===== src/rtl/sec_env_pkg.sv =====
package sec_env_pkg;
  typedef enum logic [3:0] {
    ST_IDLE, ST_LEAD, ST_FETCH, ST_MARK, ST_SPACE,
    ST_TRAIL, ST_TONE, ST_GAP, ST_DONE
  } sec_state_e;

  typedef enum logic [1:0] {
    BURST_NONE = 2'b00,
    BURST_TONE = 2'b01,
    BURST_DATA = 2'b10,
    BURST_OFF  = 2'b11
  } sec_burst_e;
endpackage


===== src/rtl/sec_env_timer.sv =====
module sec_env_timer #(
  parameter int TW = 16
) (
  input  logic          clk,
  input  logic          rst_n,
  input  logic          load_i,
  input  logic [TW-1:0] load_val_i,
  output logic          expired_o
);
  logic [TW-1:0] cnt_q;

  always_ff @(posedge clk or negedge rst_n) begin
    if (!rst_n)                cnt_q <= '0;
    else if (load_i)           cnt_q <= load_val_i - TW'(1);
    else if (cnt_q != '0)      cnt_q <= cnt_q - TW'(1);
  end

  assign expired_o = (cnt_q == '0);

  assert_load_nonzero_R1: assert property (@(posedge clk) disable iff (!rst_n)
    load_i |-> (load_val_i != '0));
endmodule


===== src/rtl/sec_env_serializer.sv =====
module sec_env_serializer (
  input  logic       clk,
  input  logic       rst_n,
  input  logic       load_i,
  input  logic [7:0] byte_i,
  input  logic       advance_i,
  output logic       bit_o,
  output logic       next_bit_o,
  output logic       last_o
);
  logic [7:0] sr_q;
  logic       par_q;
  logic [3:0] idx_q;

  always_ff @(posedge clk or negedge rst_n) begin
    if (!rst_n) begin
      sr_q  <= '0;
      par_q <= 1'b1;
      idx_q <= 4'd8;
    end else if (load_i) begin
      sr_q  <= byte_i;
      par_q <= ~^byte_i;
      idx_q <= '0;
    end else if (advance_i && idx_q != 4'd8) begin
      sr_q  <= {sr_q[6:0], 1'b0};
      idx_q <= idx_q + 4'd1;
    end
  end

  assign last_o     = (idx_q == 4'd8);
  assign bit_o      = last_o ? par_q : sr_q[7];
  assign next_bit_o = (idx_q == 4'd7) ? par_q : sr_q[6];

  assert_index_range_R2: assert property (@(posedge clk) disable iff (!rst_n)
    idx_q <= 4'd8);
  assert_no_advance_past_parity_R2: assert property (@(posedge clk) disable iff (!rst_n)
    (advance_i && !load_i) |-> !last_o);
endmodule


===== src/rtl/sec_env_feeder.sv =====
module sec_env_feeder #(
  parameter int LEN_W = 4
) (
  input  logic             clk,
  input  logic             rst_n,
  input  logic             arm_i,
  input  logic [LEN_W-1:0] len_i,
  input  logic             fin_i,
  input  logic             take_i,
  input  logic             in_valid_i,
  input  logic [7:0]       in_data_i,
  output logic             in_ready_o,
  output logic             full_o,
  output logic [7:0]       data_o
);
  logic             active_q, full_q;
  logic [7:0]       data_q;
  logic [LEN_W-1:0] want_q, got_q;

  assign in_ready_o = active_q && !full_q && (got_q != want_q);

  always_ff @(posedge clk or negedge rst_n) begin
    if (!rst_n) begin
      active_q <= 1'b0;
      full_q   <= 1'b0;
      data_q   <= '0;
      want_q   <= '0;
      got_q    <= '0;
    end else if (arm_i) begin
      active_q <= 1'b1;
      full_q   <= 1'b0;
      want_q   <= len_i;
      got_q    <= '0;
    end else if (fin_i) begin
      active_q <= 1'b0;
      full_q   <= 1'b0;
    end else if (in_valid_i && in_ready_o) begin
      full_q <= 1'b1;
      data_q <= in_data_i;
      got_q  <= got_q + LEN_W'(1);
    end else if (take_i) begin
      full_q <= 1'b0;
    end
  end

  assign full_o = full_q;
  assign data_o = data_q;

  assert_take_needs_byte_R10: assert property (@(posedge clk) disable iff (!rst_n)
    take_i |-> full_q);
  assert_count_bounded_R10: assert property (@(posedge clk) disable iff (!rst_n)
    got_q <= want_q);
endmodule


===== src/rtl/sec_envelope_tx.sv =====
module sec_envelope_tx
  import sec_env_pkg::*;
#(
  parameter int CYC_PER_US = 27,
  parameter int SHORT_US   = 500,
  parameter int LONG_US    = 1000,
  parameter int GUARD_US   = 16000,
  parameter int TONE_US    = 12500,
  parameter int GAP_US     = 20000,
  parameter int MAX_LEN    = 8,
  parameter int LEN_W      = $clog2(MAX_LEN + 1) + 1
) (
  input  logic             clk,
  input  logic             rst_n,
  input  logic             start_i,
  input  logic [LEN_W-1:0] len_i,
  input  logic [1:0]       burst_i,
  input  logic             tone_on_i,
  input  logic             in_valid_i,
  input  logic [7:0]       in_data_i,
  output logic             in_ready_o,
  output logic             env_o,
  output logic             busy_o,
  output logic             done_o
);
  localparam int C_SHORT = SHORT_US * CYC_PER_US;
  localparam int C_LONG  = LONG_US  * CYC_PER_US;
  localparam int C_GUARD = GUARD_US * CYC_PER_US;
  localparam int C_TONE  = TONE_US  * CYC_PER_US;
  localparam int C_GAP   = GAP_US   * CYC_PER_US;
  localparam int C_M1    = (C_SHORT > C_LONG) ? C_SHORT : C_LONG;
  localparam int C_M2    = (C_GUARD > C_TONE) ? C_GUARD : C_TONE;
  localparam int C_M3    = (C_M1 > C_M2) ? C_M1 : C_M2;
  localparam int C_MAX   = (C_M3 > C_GAP) ? C_M3 : C_GAP;
  localparam int TW      = $clog2(C_MAX + 1);

  sec_state_e       st_q, nxt;
  sec_burst_e       burst_q;
  logic [LEN_W-1:0] len_q, started_q, len_clamped;
  logic             in_burst_q;

  logic          tload, t_exp;
  logic [TW-1:0] tval;
  logic          ser_load, ser_adv, ser_bit, ser_next, ser_last;
  logic [7:0]    ser_byte;
  logic          take, arm, fin, feed_full, set_burst;
  logic [7:0]    feed_data;
  logic          want_next, want_trail, more;

  function automatic logic [TW-1:0] mark_len(input logic b);
    return b ? TW'(C_SHORT) : TW'(C_LONG);
  endfunction

  function automatic logic [TW-1:0] space_len(input logic b);
    return b ? TW'(C_LONG) : TW'(C_SHORT);
  endfunction

  assign len_clamped = (len_i > LEN_W'(MAX_LEN)) ? LEN_W'(MAX_LEN) : len_i;
  assign more        = (started_q != len_q);

  sec_env_timer #(.TW(TW)) u_timer (
    .clk(clk), .rst_n(rst_n), .load_i(tload), .load_val_i(tval), .expired_o(t_exp)
  );

  sec_env_serializer u_ser (
    .clk(clk), .rst_n(rst_n), .load_i(ser_load), .byte_i(ser_byte),
    .advance_i(ser_adv), .bit_o(ser_bit), .next_bit_o(ser_next), .last_o(ser_last)
  );

  sec_env_feeder #(.LEN_W(LEN_W)) u_feed (
    .clk(clk), .rst_n(rst_n), .arm_i(arm), .len_i(len_clamped), .fin_i(fin),
    .take_i(take), .in_valid_i(in_valid_i), .in_data_i(in_data_i),
    .in_ready_o(in_ready_o), .full_o(feed_full), .data_o(feed_data)
  );

  always_comb begin
    nxt        = st_q;
    tload      = 1'b0;
    tval       = '0;
    ser_load   = 1'b0;
    ser_byte   = feed_data;
    ser_adv    = 1'b0;
    take       = 1'b0;
    arm        = 1'b0;
    fin        = 1'b0;
    set_burst  = 1'b0;
    want_next  = 1'b0;
    want_trail = 1'b0;
    unique case (st_q)
      ST_IDLE: if (start_i) begin
        nxt = ST_LEAD; tload = 1'b1; tval = TW'(C_GUARD); arm = 1'b1;
      end
      ST_LEAD: if (t_exp) begin
        if (more) want_next = 1'b1;
        else      want_trail = 1'b1;
      end
      ST_FETCH: want_next = 1'b1;
      ST_MARK: if (t_exp) begin
        nxt = ST_SPACE; tload = 1'b1; tval = space_len(ser_bit);
      end
      ST_SPACE: if (t_exp) begin
        if (!ser_last) begin
          ser_adv = 1'b1; nxt = ST_MARK; tload = 1'b1; tval = mark_len(ser_next);
        end else if (in_burst_q) begin
          nxt = ST_GAP; tload = 1'b1; tval = TW'(C_GAP);
        end else if (more) want_next = 1'b1;
        else               want_trail = 1'b1;
      end
      ST_TRAIL: if (t_exp) begin
        unique case (burst_q)
          BURST_TONE: begin nxt = ST_TONE; tload = 1'b1; tval = TW'(C_TONE); end
          BURST_DATA: begin
            ser_load = 1'b1; ser_byte = 8'hFF; set_burst = 1'b1;
            nxt = ST_MARK; tload = 1'b1; tval = mark_len(1'b1);
          end
          default: nxt = ST_DONE;
        endcase
      end
      ST_TONE: if (t_exp) begin nxt = ST_GAP; tload = 1'b1; tval = TW'(C_GAP); end
      ST_GAP:  if (t_exp) nxt = ST_DONE;
      ST_DONE: begin nxt = ST_IDLE; fin = 1'b1; end
      default: nxt = ST_IDLE;
    endcase
    if (want_next) begin
      if (feed_full) begin
        take = 1'b1; ser_load = 1'b1; ser_byte = feed_data;
        nxt = ST_MARK; tload = 1'b1; tval = mark_len(feed_data[7]);
      end else begin
        nxt = ST_FETCH;
      end
    end
    if (want_trail) begin
      nxt = ST_TRAIL; tload = 1'b1; tval = TW'(C_GUARD);
    end
  end

  always_ff @(posedge clk or negedge rst_n) begin
    if (!rst_n) begin
      st_q       <= ST_IDLE;
      burst_q    <= BURST_NONE;
      len_q      <= '0;
      started_q  <= '0;
      in_burst_q <= 1'b0;
    end else begin
      st_q <= nxt;
      if (st_q == ST_IDLE && start_i) begin
        burst_q    <= sec_burst_e'(burst_i);
        len_q      <= len_clamped;
        started_q  <= '0;
        in_burst_q <= 1'b0;
      end else begin
        if (take)      started_q  <= started_q + LEN_W'(1);
        if (set_burst) in_burst_q <= 1'b1;
      end
    end
  end

  always_comb begin
    unique case (st_q)
      ST_MARK, ST_TONE: env_o = 1'b1;
      ST_IDLE:          env_o = tone_on_i;
      default:          env_o = 1'b0;
    endcase
  end

  assign busy_o = (st_q != ST_IDLE);
  assign done_o = (st_q == ST_DONE);

  assert_busy_after_start_R7: assert property (@(posedge clk) disable iff (!rst_n)
    $rose(busy_o) |-> $past(start_i));
  assert_done_single_R7: assert property (@(posedge clk) disable iff (!rst_n)
    done_o |=> !done_o);
  assert_done_ends_busy_R7: assert property (@(posedge clk) disable iff (!rst_n)
    done_o |=> !busy_o);
  assert_idle_follows_tone_R6: assert property (@(posedge clk) disable iff (!rst_n)
    !busy_o |-> (env_o == tone_on_i));
  assert_start_ignored_R8: assert property (@(posedge clk) disable iff (!rst_n)
    (busy_o && start_i) |=> ($stable(len_q) && $stable(burst_q)));
  assert_silence_low_R3: assert property (@(posedge clk) disable iff (!rst_n)
    (st_q == ST_LEAD || st_q == ST_TRAIL || st_q == ST_GAP || st_q == ST_FETCH) |-> !env_o);
  assert_len_clamped_R11: assert property (@(posedge clk) disable iff (!rst_n)
    len_q <= LEN_W'(MAX_LEN));
endmodule


===== config.mk =====
export PLATFORM = sky130hd
export DESIGN_NAME = sec_envelope_tx
export DESIGN_NICKNAME = d
export VERILOG_FILES = /design/src/rtl/sec_env_pkg.sv /design/src/rtl/sec_env_timer.sv /design/src/rtl/sec_env_serializer.sv /design/src/rtl/sec_env_feeder.sv /design/src/rtl/sec_envelope_tx.sv
export SDC_FILE = /design/constraint.sdc
export NUM_CORES = 1
export LEC_CHECK = 0
export BUFFER_PORTS_ARGS = -buffer_cell sky130_fd_sc_hd__buf_2
export CAP_MARGIN = 20
export CORE_UTILIZATION = 60
export CTS_BUF_LIST = sky130_fd_sc_hd__clkbuf_16
export CTS_CLUSTER_DIAMETER = 50
export CTS_CLUSTER_SIZE = 30
export DETAILED_ROUTE_END_ITERATION = 8
export GPL_ROUTABILITY_DRIVEN = 0
export PLACE_DENSITY = 0.76
export SLEW_MARGIN = 20
export SYNTH_ARGS = -nofsm -noshare
export SYNTH_HDL_FRONTEND = slang
export SYNTH_SLANG_ARGS = --single-unit

===== constraint.sdc =====
create_clock -name clk -period 3.5 [get_ports clk]
set_clock_uncertainty 0.1 [all_clocks]
set_input_delay 0.525 -clock clk [delete_from_list [all_inputs] [get_ports clk]]
set_output_delay 0.525 -clock clk [all_outputs]
set_load 0.01 [all_outputs]

==> summary.md, run 1 <==
| Metric | Value |
|---|---|
| Setup violations, final | 0 |
| Arrival time of the worst setup path | 3.41 ns |
| DIE AREA | 7570 sq um |
| Endpoint type of the worst setup path | flop |
| CTS Root Buffer Type | clkbuf_16 |
| TritonCTS buffer count | 9 |
| Most used cells in the layout excluding fill and tap cells | 62 x dfrtp_1, 50 x nand2_1, 46 x nor2_1, 31 x a21oi_1, 24 x o21ai_0 |
| Hold Crit Class | input port to asynchronous set/reset pin |
| Final standard cell count with taps included and fillers excluded | 603 |
| Detail Route Antenna Nets | 0 |
| Final worst path period need | 3.34 ns |
| Via count of the first global-routing pass | 3746 |
| Global-route wire length before repair | 18.1 mm |
| Total number of clock tree sinks | 65 |
| P_leak | 2.12 nW |
| Flops & latches, synth | 65 |
| Pin count of the biggest net entering global routing | 44 |
| Net Count, Synth | 504 |
| Final Max Slew Viols | 0 |
| Largest fanout on the critical path | 9 |
| Final count of hold timing violations | 0 |
| Clock edge transition at the registers on the reported setup and hold paths | 0.06 ns |
| Router iterations before antenna repair | 6 |
| Design Power | 1.69 mW |
| Number of antenna violations at the first check in global routing | 0 |
| Synthesized netlist cell count | 476 |
| MaxCap Viol Count | 0 |
| H-tree depth reported by CTS | 3 |
| Post-DR vias/cell | 6.37 |
| Netlist area before placement | 4340 sq um |
| Max-slew headroom | 34.3% |
| Leftover overflow at the end of global routing | 0 |
| Antenna diode count | 0 |
| Share of layout cells above drive strength 1 | 19.1% |
| Post-synth EDFFs | 0 |
| GRT Resource Usage Total | 31.5% |
| Half-perimeter wire length after detailed placement | 7.75 mm |
| Hold slack | 0.0665 ns |
| Chip Width | 87.0 um |
| Top Ports | 24 |
| Sequential cell area fraction in the yosys report | 37.6% |
| Highest attainable clock frequency | 299 MHz |
| Path type of the worst setup path | flop to flop |
| Count of nets after finishing | 530 |
| Result of the run | completed |
| Initial DRC Count | 311 |
| Clock Tree Buf Depth | 2 |
| Syn_area_per_cell | 9.11 sq um |
| Die Ht | 87.0 um |
| Worst-skew pair later-pin latency | 0.34 ns |
| Required arrival time at the worst endpoint | 3.57 ns |
| Number of input and output port buffers inserted | 23 |
| Most common cell after layout, fill and taps aside | dfrtp_1 |
| Cell count after placement | 585 |
| Final Routed Wirelength | 10.8 mm |
| Hold buffer count at CTS | 0 |
| Count of fill cells added during filler insertion | 541 |
| Residual DRC | 0 |
| Power Dens Cells | 345 nW/um^2 |
| Synth warnings | 0 |
| Starting density of the core | 63.1% |
| Max rail drop VDD | 0.000313 V |
| Area grow syn2layout | 12.8% |
| Slew at the pin closest to its max-slew limit | 0.982 ns |
| Asr flop ratio synth | 100% |
| Detail-routed net length per standard cell | 18.0 um |
| Startpoint types | flop |
| Most used flip-flop cell after synthesis | dfrtp_1 |
| Number of distinct library cells after synthesis | 87 |
| Core box area | 6870 sq um |
| CTS tree | built |
| Post-route clock period utilization | 95.4% |
| Vias | 3839 |
| Floorplan row count | 30 |
-- report_power, final --
group          internal, mW  switching (mW)  total (mW)
Sequential            0.752               0       0.752
Combinational       0.00846          0.0181      0.0265
Clock                 0.558           0.353       0.911
-- metrics by stage --
stage	utilization [%]	setup TNS (ns)	worst slack, ns	instance area [sq um]
after floorplan	-	0	0.351	4340
after global placement	66.4	0	0.305	4560
after detailed placement	66.4	0	0.145	4560
after CTS	70.8	0	0.136	4860
after global routing	71.2	-0.00354	-0.00354	4890
final	71.2	0	0.160	4890
-- what timing repair did --
item	in CTS	in global routing
resized for setup	0	3
buffers inserted	0	2
endpoints found under the setup margin	0	8
-- critical path, stage by stage, from the launching register on --
cell and delay [ns]:
dfrtp_1 0.41, inv_1 0.06, ha_1 0.27, and4bb_2 0.31
a32oi_4 0.26, a211oi_2 0.11, a21o_1 0.33, a221o_1 0.38
a211oi_4 0.40, nor3b_4 0.32, a21o_1 0.17, a21oi_2 0.05
-- cell families (layout without fill, tap and decap cells) --
family / after synthesis / after routing / synth area share [%]
compound gates: 129 / 129 / 21.7
mux: 15 / 15 / 3.69
fa+ha+maj: 8 / 8 / 2.31
buf+inv: 39 / 70 / 4.13
simple gates: 192 / 192 / 24.9
flops: 65 / 65 / 37.6
xor+xnor: 28 / 28 / 5.66
-- routing by layer --
layer	global-route usage [%]	share of wire, %	routed length [um]
met5	0	0	0
met4	14.2	3.5	379
met3	5.78	6.5	710
met2	51.0	46	4980
met1	41.2	44	4770
-- final timing paths --
kind,startpoint,endpoint,slack (ns),depth (start not counted)
setup / recovery,u_ser.idx_q[0],u_timer.cnt_q[18],0.16,11
hold / removal,rst_n,u_ser.idx_q[2],0.07,1
setup reg to reg,u_ser.idx_q[0],u_timer.cnt_q[18],0.16,11
hold reg to reg,u_timer.cnt_q[0],u_timer.cnt_q[0],0.43,1
max in group asynchronous,rst_n,u_timer.cnt_q[0],2.30,2
min in group clk,burst_i[1],burst_q[1],0.30,3
-- registers in the layout (all words and copies together), names as in the netlist, 4 cells and up --
register,count
u_ser.sr_q,8
u_ser.idx_q,4
st_q,4
u_feed.data_o,8
u_timer.cnt_q,20
len_q,5
u_feed.got_q,5
started_q,5
-- layout make-up --
| class | instances | area (sq um) | area share [%] |
|---|---|---|---|
| Multi-Input combinational cell | 372 | 2540 | 52.0 |
| Sequential cell | 65 | 1630 | 33.3 |
| Timing Repair Buffer | 40 | 243 | 4.96 |
| Clock buffer | 9 | 225 | 4.60 |
| Tap cell | 96 | 120 | 2.46 |
| Clock inverter | 7 | 78.8 | 1.61 |
| Inverter | 14 | 52.6 | 1.07 |
-- cell usage after synthesis, types with 7 or more instances --
library cell | number | area [sq um]
inv_1 | 13 | 48.8
mux2i_1 | 7 | 70.1
a211oi_1 | 8 | 60.1
o21ai_0 | 24 | 120
xor2_1 | 13 | 114
buf_2 | 11 | 55.1
a31oi_1 | 10 | 62.6
dfrtp_1 | 63 | 1580
clkbuf_1 | 9 | 33.8
nor3_1 | 12 | 60.1
mux2_2 | 8 | 90.1
nand2_1 | 50 | 188
ha_1 | 8 | 100
nor2b_1 | 7 | 43.8
nand3_1 | 18 | 90.1
and3_1 | 7 | 43.8
xnor2_1 | 15 | 131
a21oi_1 | 32 | 160
nor2_1 | 46 | 173
Power figures use the tool's default switching activity.
==> run 2, diff against run 1 <==
--- a/config.mk
+++ b/config.mk
@@ -5,6 +5,7 @@
 export SDC_FILE = /design/constraint.sdc
 export NUM_CORES = 1
 export LEC_CHECK = 0
+export ABC_AREA = 1
 export BUFFER_PORTS_ARGS = -buffer_cell sky130_fd_sc_hd__buf_2
 export CAP_MARGIN = 20
 export CORE_UTILIZATION = 60
@@ -13,7 +14,7 @@
 export CTS_CLUSTER_SIZE = 30
 export DETAILED_ROUTE_END_ITERATION = 8
 export GPL_ROUTABILITY_DRIVEN = 0
-export PLACE_DENSITY = 0.76
+export PLACE_DENSITY = 0.75
 export SLEW_MARGIN = 20
 export SYNTH_ARGS = -nofsm -noshare
 export SYNTH_HDL_FRONTEND = slang
==> run 2 against run 1 <==
Sequential share of layout area down 1.5 points. Critical path depth up 2. Die area increased by 5.4%. Synthesized cell count increased by 35%. Register-to-register slack improved by 0.11 ns. Clock power increased by 8.2%. Combinational power increased to 9.7 times the previous value. Non-clock buffer count is 7 lower. First-iteration DRC count down 13%. Sequential cell count unchanged. Critical endpoint unchanged. Largest power group unchanged.
==> summary.md, run 2 <==
| Metric | Value |
|---|---|
| Power share of the clock group | 46.5% |
| Sequential cell area fraction in the yosys report | 35.6% |
| Hold buffer count at CTS | 0 |
| MaxCap Viol Count | 0 |
| Final Routed Wirelength | 11.4 mm |
| Synth cell count leaders | 141 x nand2_1, 90 x inv_1, 70 x nor2_1 |
| GRT Resource Usage Total | 32.5% |
| Unrepaired setup endpoints after global routing | no |
| H-tree depth reported by CTS | 3 |
| P_leak | 2.51 nW |
| Cell count after placement | 756 |
| Worst slack at placement | 0.354 ns |
| Global-route wire length before repair | 19.4 mm |
| Total number of clock tree sinks | 65 |
| Final standard cell count with taps included and fillers excluded | 772 |
| Worst-skew pair later-pin latency | 0.34 ns |
| Vias | 4420 |
| Hold Crit Class | input port to asynchronous set/reset pin |
| CTS tree | built |
| Final count of hold timing violations | 0 |
| Initial DRC Count | 270 |
| Path type of the worst setup path | flop to flop |
| Buffers inserted during post-CTS setup optimization | 0 |
| Synthesized netlist cell count | 641 |
| Largest fanout on the critical path | 14 |
| Die Ht | 89.3 um |
| Power Dens Cells | 415 nW/um^2 |
| PostCTS Resize Cnt | 0 |
| Clock Tree Buf Depth | 2 |
| Chip Width | 89.3 um |
| Result of the run | completed |
| Pin count of the biggest net entering global routing | 45 |
| Highest attainable clock frequency | 310 MHz |
| Worst-case setup margin in the final layout | 0.273 ns |
| Dominant cell type by area after synthesis | dfrtp_1 |
| Detail Route Antenna Nets | 0 |
| Clock edge transition at the registers on the reported setup and hold paths | 0.06 ns |
| Area grow syn2layout | 11.7% |
| Via count of the first global-routing pass | 4270 |
| Count of nets after finishing | 696 |
| Utilization after layout | 70.1% |
| Yosys top cell area share | 34.5% |
| Netlist area before placement | 4570 sq um |
| Flip-flop count of the largest register after layout | 20 |
| Share of layout cells above drive strength 1 | 15.9% |
| Post-synth EDFFs | 0 |
| Slew at the pin closest to its max-slew limit | 0.579 ns |
| Number of antenna violations at the first check in global routing | 0 |
| Leftover overflow at the end of global routing | 0 |
| Starting density of the core | 62.7% |
| Endpoint type of the worst setup path | flop |
| Max rail drop VDD | 0.000339 V |
| Most common cell after layout, fill and taps aside | nand2_1 |
| Syn_area_per_cell | 7.14 sq um |
| Half-perimeter wire length after detailed placement | 8.53 mm |
| Area taken by flip-flops and latches | 1630 sq um |
| Most frequently used cell type in the post-synthesis netlist | nand2_1 |
| Max-slew headroom | 61.4% |
| CTS Root Buffer Type | clkbuf_16 |
| Top Ports | 24 |
| Floorplan row count | 31 |
| Combinational Power Share | 12.1% |
| Switching fraction of total power | 26.2% |
| Core box area | 7290 sq um |
| Register name with the most flops | u_timer.cnt_q |
| Flops & latches, synth | 65 |
| Final worst path period need | 3.23 ns |
| Most used flip-flop cell after synthesis | dfrtp_1 |
| Count of fill cells added during filler insertion | 622 |
| Post-route clock period utilization | 92.2% |
| Most used cells in the layout excluding fill and tap cells | 141 x nand2_1, 90 x inv_1, 70 x nor2_1, 63 x dfrtp_1, 51 x o21ai_0 |
| Residual DRC | 0 |
| Setup violations, final | 0 |
| Number of input and output port buffers inserted | 23 |
| Worst r2r path cells | 13 |
| Synth warnings | 0 |
| Hold slack | 0.0868 ns |
| DIE AREA | 7980 sq um |
| Detail-routed net length per standard cell | 14.8 um |
| Setup tns final | 0 ns |
| Arrival time of the worst setup path | 3.34 ns |
| Asr flop ratio synth | 100% |
| Register share of total power | 41.4% |
| Net Count, Synth | 669 |
| Final Max Slew Viols | 0 |
| Post-DR vias/cell | 5.73 |
| Startpoint types | flop |
| Number of distinct library cells after synthesis | 48 |
| Router iterations before antenna repair | 5 |
| TritonCTS buffer count | 9 |
| Area occupied by multi-input gates | 2470 sq um |
| Antenna diode count | 0 |
| Required arrival time at the worst endpoint | 3.62 ns |
| NetSw | 0.556 mW |
| Top cells by area in the synthesized netlist | dfrtp_1 34%, nand2_1 12%, inv_1 7.4% |
| Internal | 1.56 mW |
[run 2: changes by cell type after synthesis, sizes merged, moves of 8 or more]
| cell | before | now |
|---|---|---|
| a21oi | 35 | 24 |
| a31oi | 10 | 1 |
| nor2 | 47 | 87 |
| xor2 | 13 | 5 |
| a211oi | 11 | 1 |
| nand3 | 19 | 51 |
| o21ai | 28 | 55 |
| mux2 | 8 | 0 |
| nand4 | 6 | 29 |
| nand2 | 50 | 153 |
| inv | 14 | 98 |
[run 2: path summary, 6_finish.rpt]
| check | endpoint | from | slack (ns) |
|---|---|---|---|
| max in group asynchronous | burst_q[1] | rst_n | 2.61 |
| worst max-delay path | u_timer.cnt_q[18] | started_q[0] | 0.27 |
| worst min-delay path | u_feed.data_o[1] | rst_n | 0.09 |
| min in group clk | u_feed.data_o[6] | in_data_i[6] | 0.29 |
| worst min register to register | u_feed.active_q | u_feed.active_q | 0.38 |
| worst max register to register | u_timer.cnt_q[18] | started_q[0] | 0.27 |
[run 2: metal layers]
layer  track usage (%)  wire length (um)  share of wire, %
met4              16.9               401               3.5
met2              50.9              5190                45
met1              41.3              4750                42
met3              8.86              1110               9.7
met5                 0                 0                 0
[run 2: stage by stage]
| stage | instance area (sq um) | total power, mW |
|---|---|---|
| finish | 5110 | 2.12 |
| global route | 5110 | 2.21 |
| CTS | 5110 | 2.13 |
| detailed placement | 4780 | 1.14 |
| global placement | 4780 | 1.13 |
| floorplan | 4570 | 1.06 |
[run 2: area by class of cell]
| class | instances | area share, % |
|---|---|---|
| Clock buffer | 9 | 4.41 |
| Clock inverter | 7 | 1.98 |
| Inverter | 99 | 7.27 |
| Multi-Input combinational cell | 460 | 48.3 |
| Sequential cell | 65 | 31.9 |
| Tap cell | 99 | 2.42 |
| Timing Repair Buffer | 33 | 3.77 |
[run 2: critical path: stages (launching register included)]
cell     delay, ns
dfrtp_1       0.44
xnor2_1       0.22
nand3_1       0.11
nor2_1        0.46
nand3_2       0.39
nand3_4       0.26
inv_2         0.09
nand2_1       0.12
ha_1          0.20
nand3_2       0.12
nor3_1        0.33
nand3_1       0.13
nand2_1       0.09
a21oi_2       0.05
[run 2: kinds of logic (layout without fill, tap and decap cells)]
| group | Yosys count | in the layout | synth area share, % |
|---|---|---|---|
| xor+xnor | 16 | 16 | 3.06 |
| compound gates | 94 | 94 | 11.5 |
| buf+inv | 116 | 148 | 10.5 |
| simple gates | 342 | 342 | 37.1 |
| fa+ha+maj | 8 | 8 | 2.19 |
| flops | 65 | 65 | 35.6 |
[run 2: power by group through the flow]
stage                     Sequential [mW]  Combinational [mW]  Clock (mW)
after floorplan                     0.869               0.196           0
after global placement              0.886               0.248           0
after detailed placement            0.887               0.256           0
after CTS                           0.876               0.258       0.997
after global routing                0.883               0.295        1.03
final                               0.876               0.257       0.986
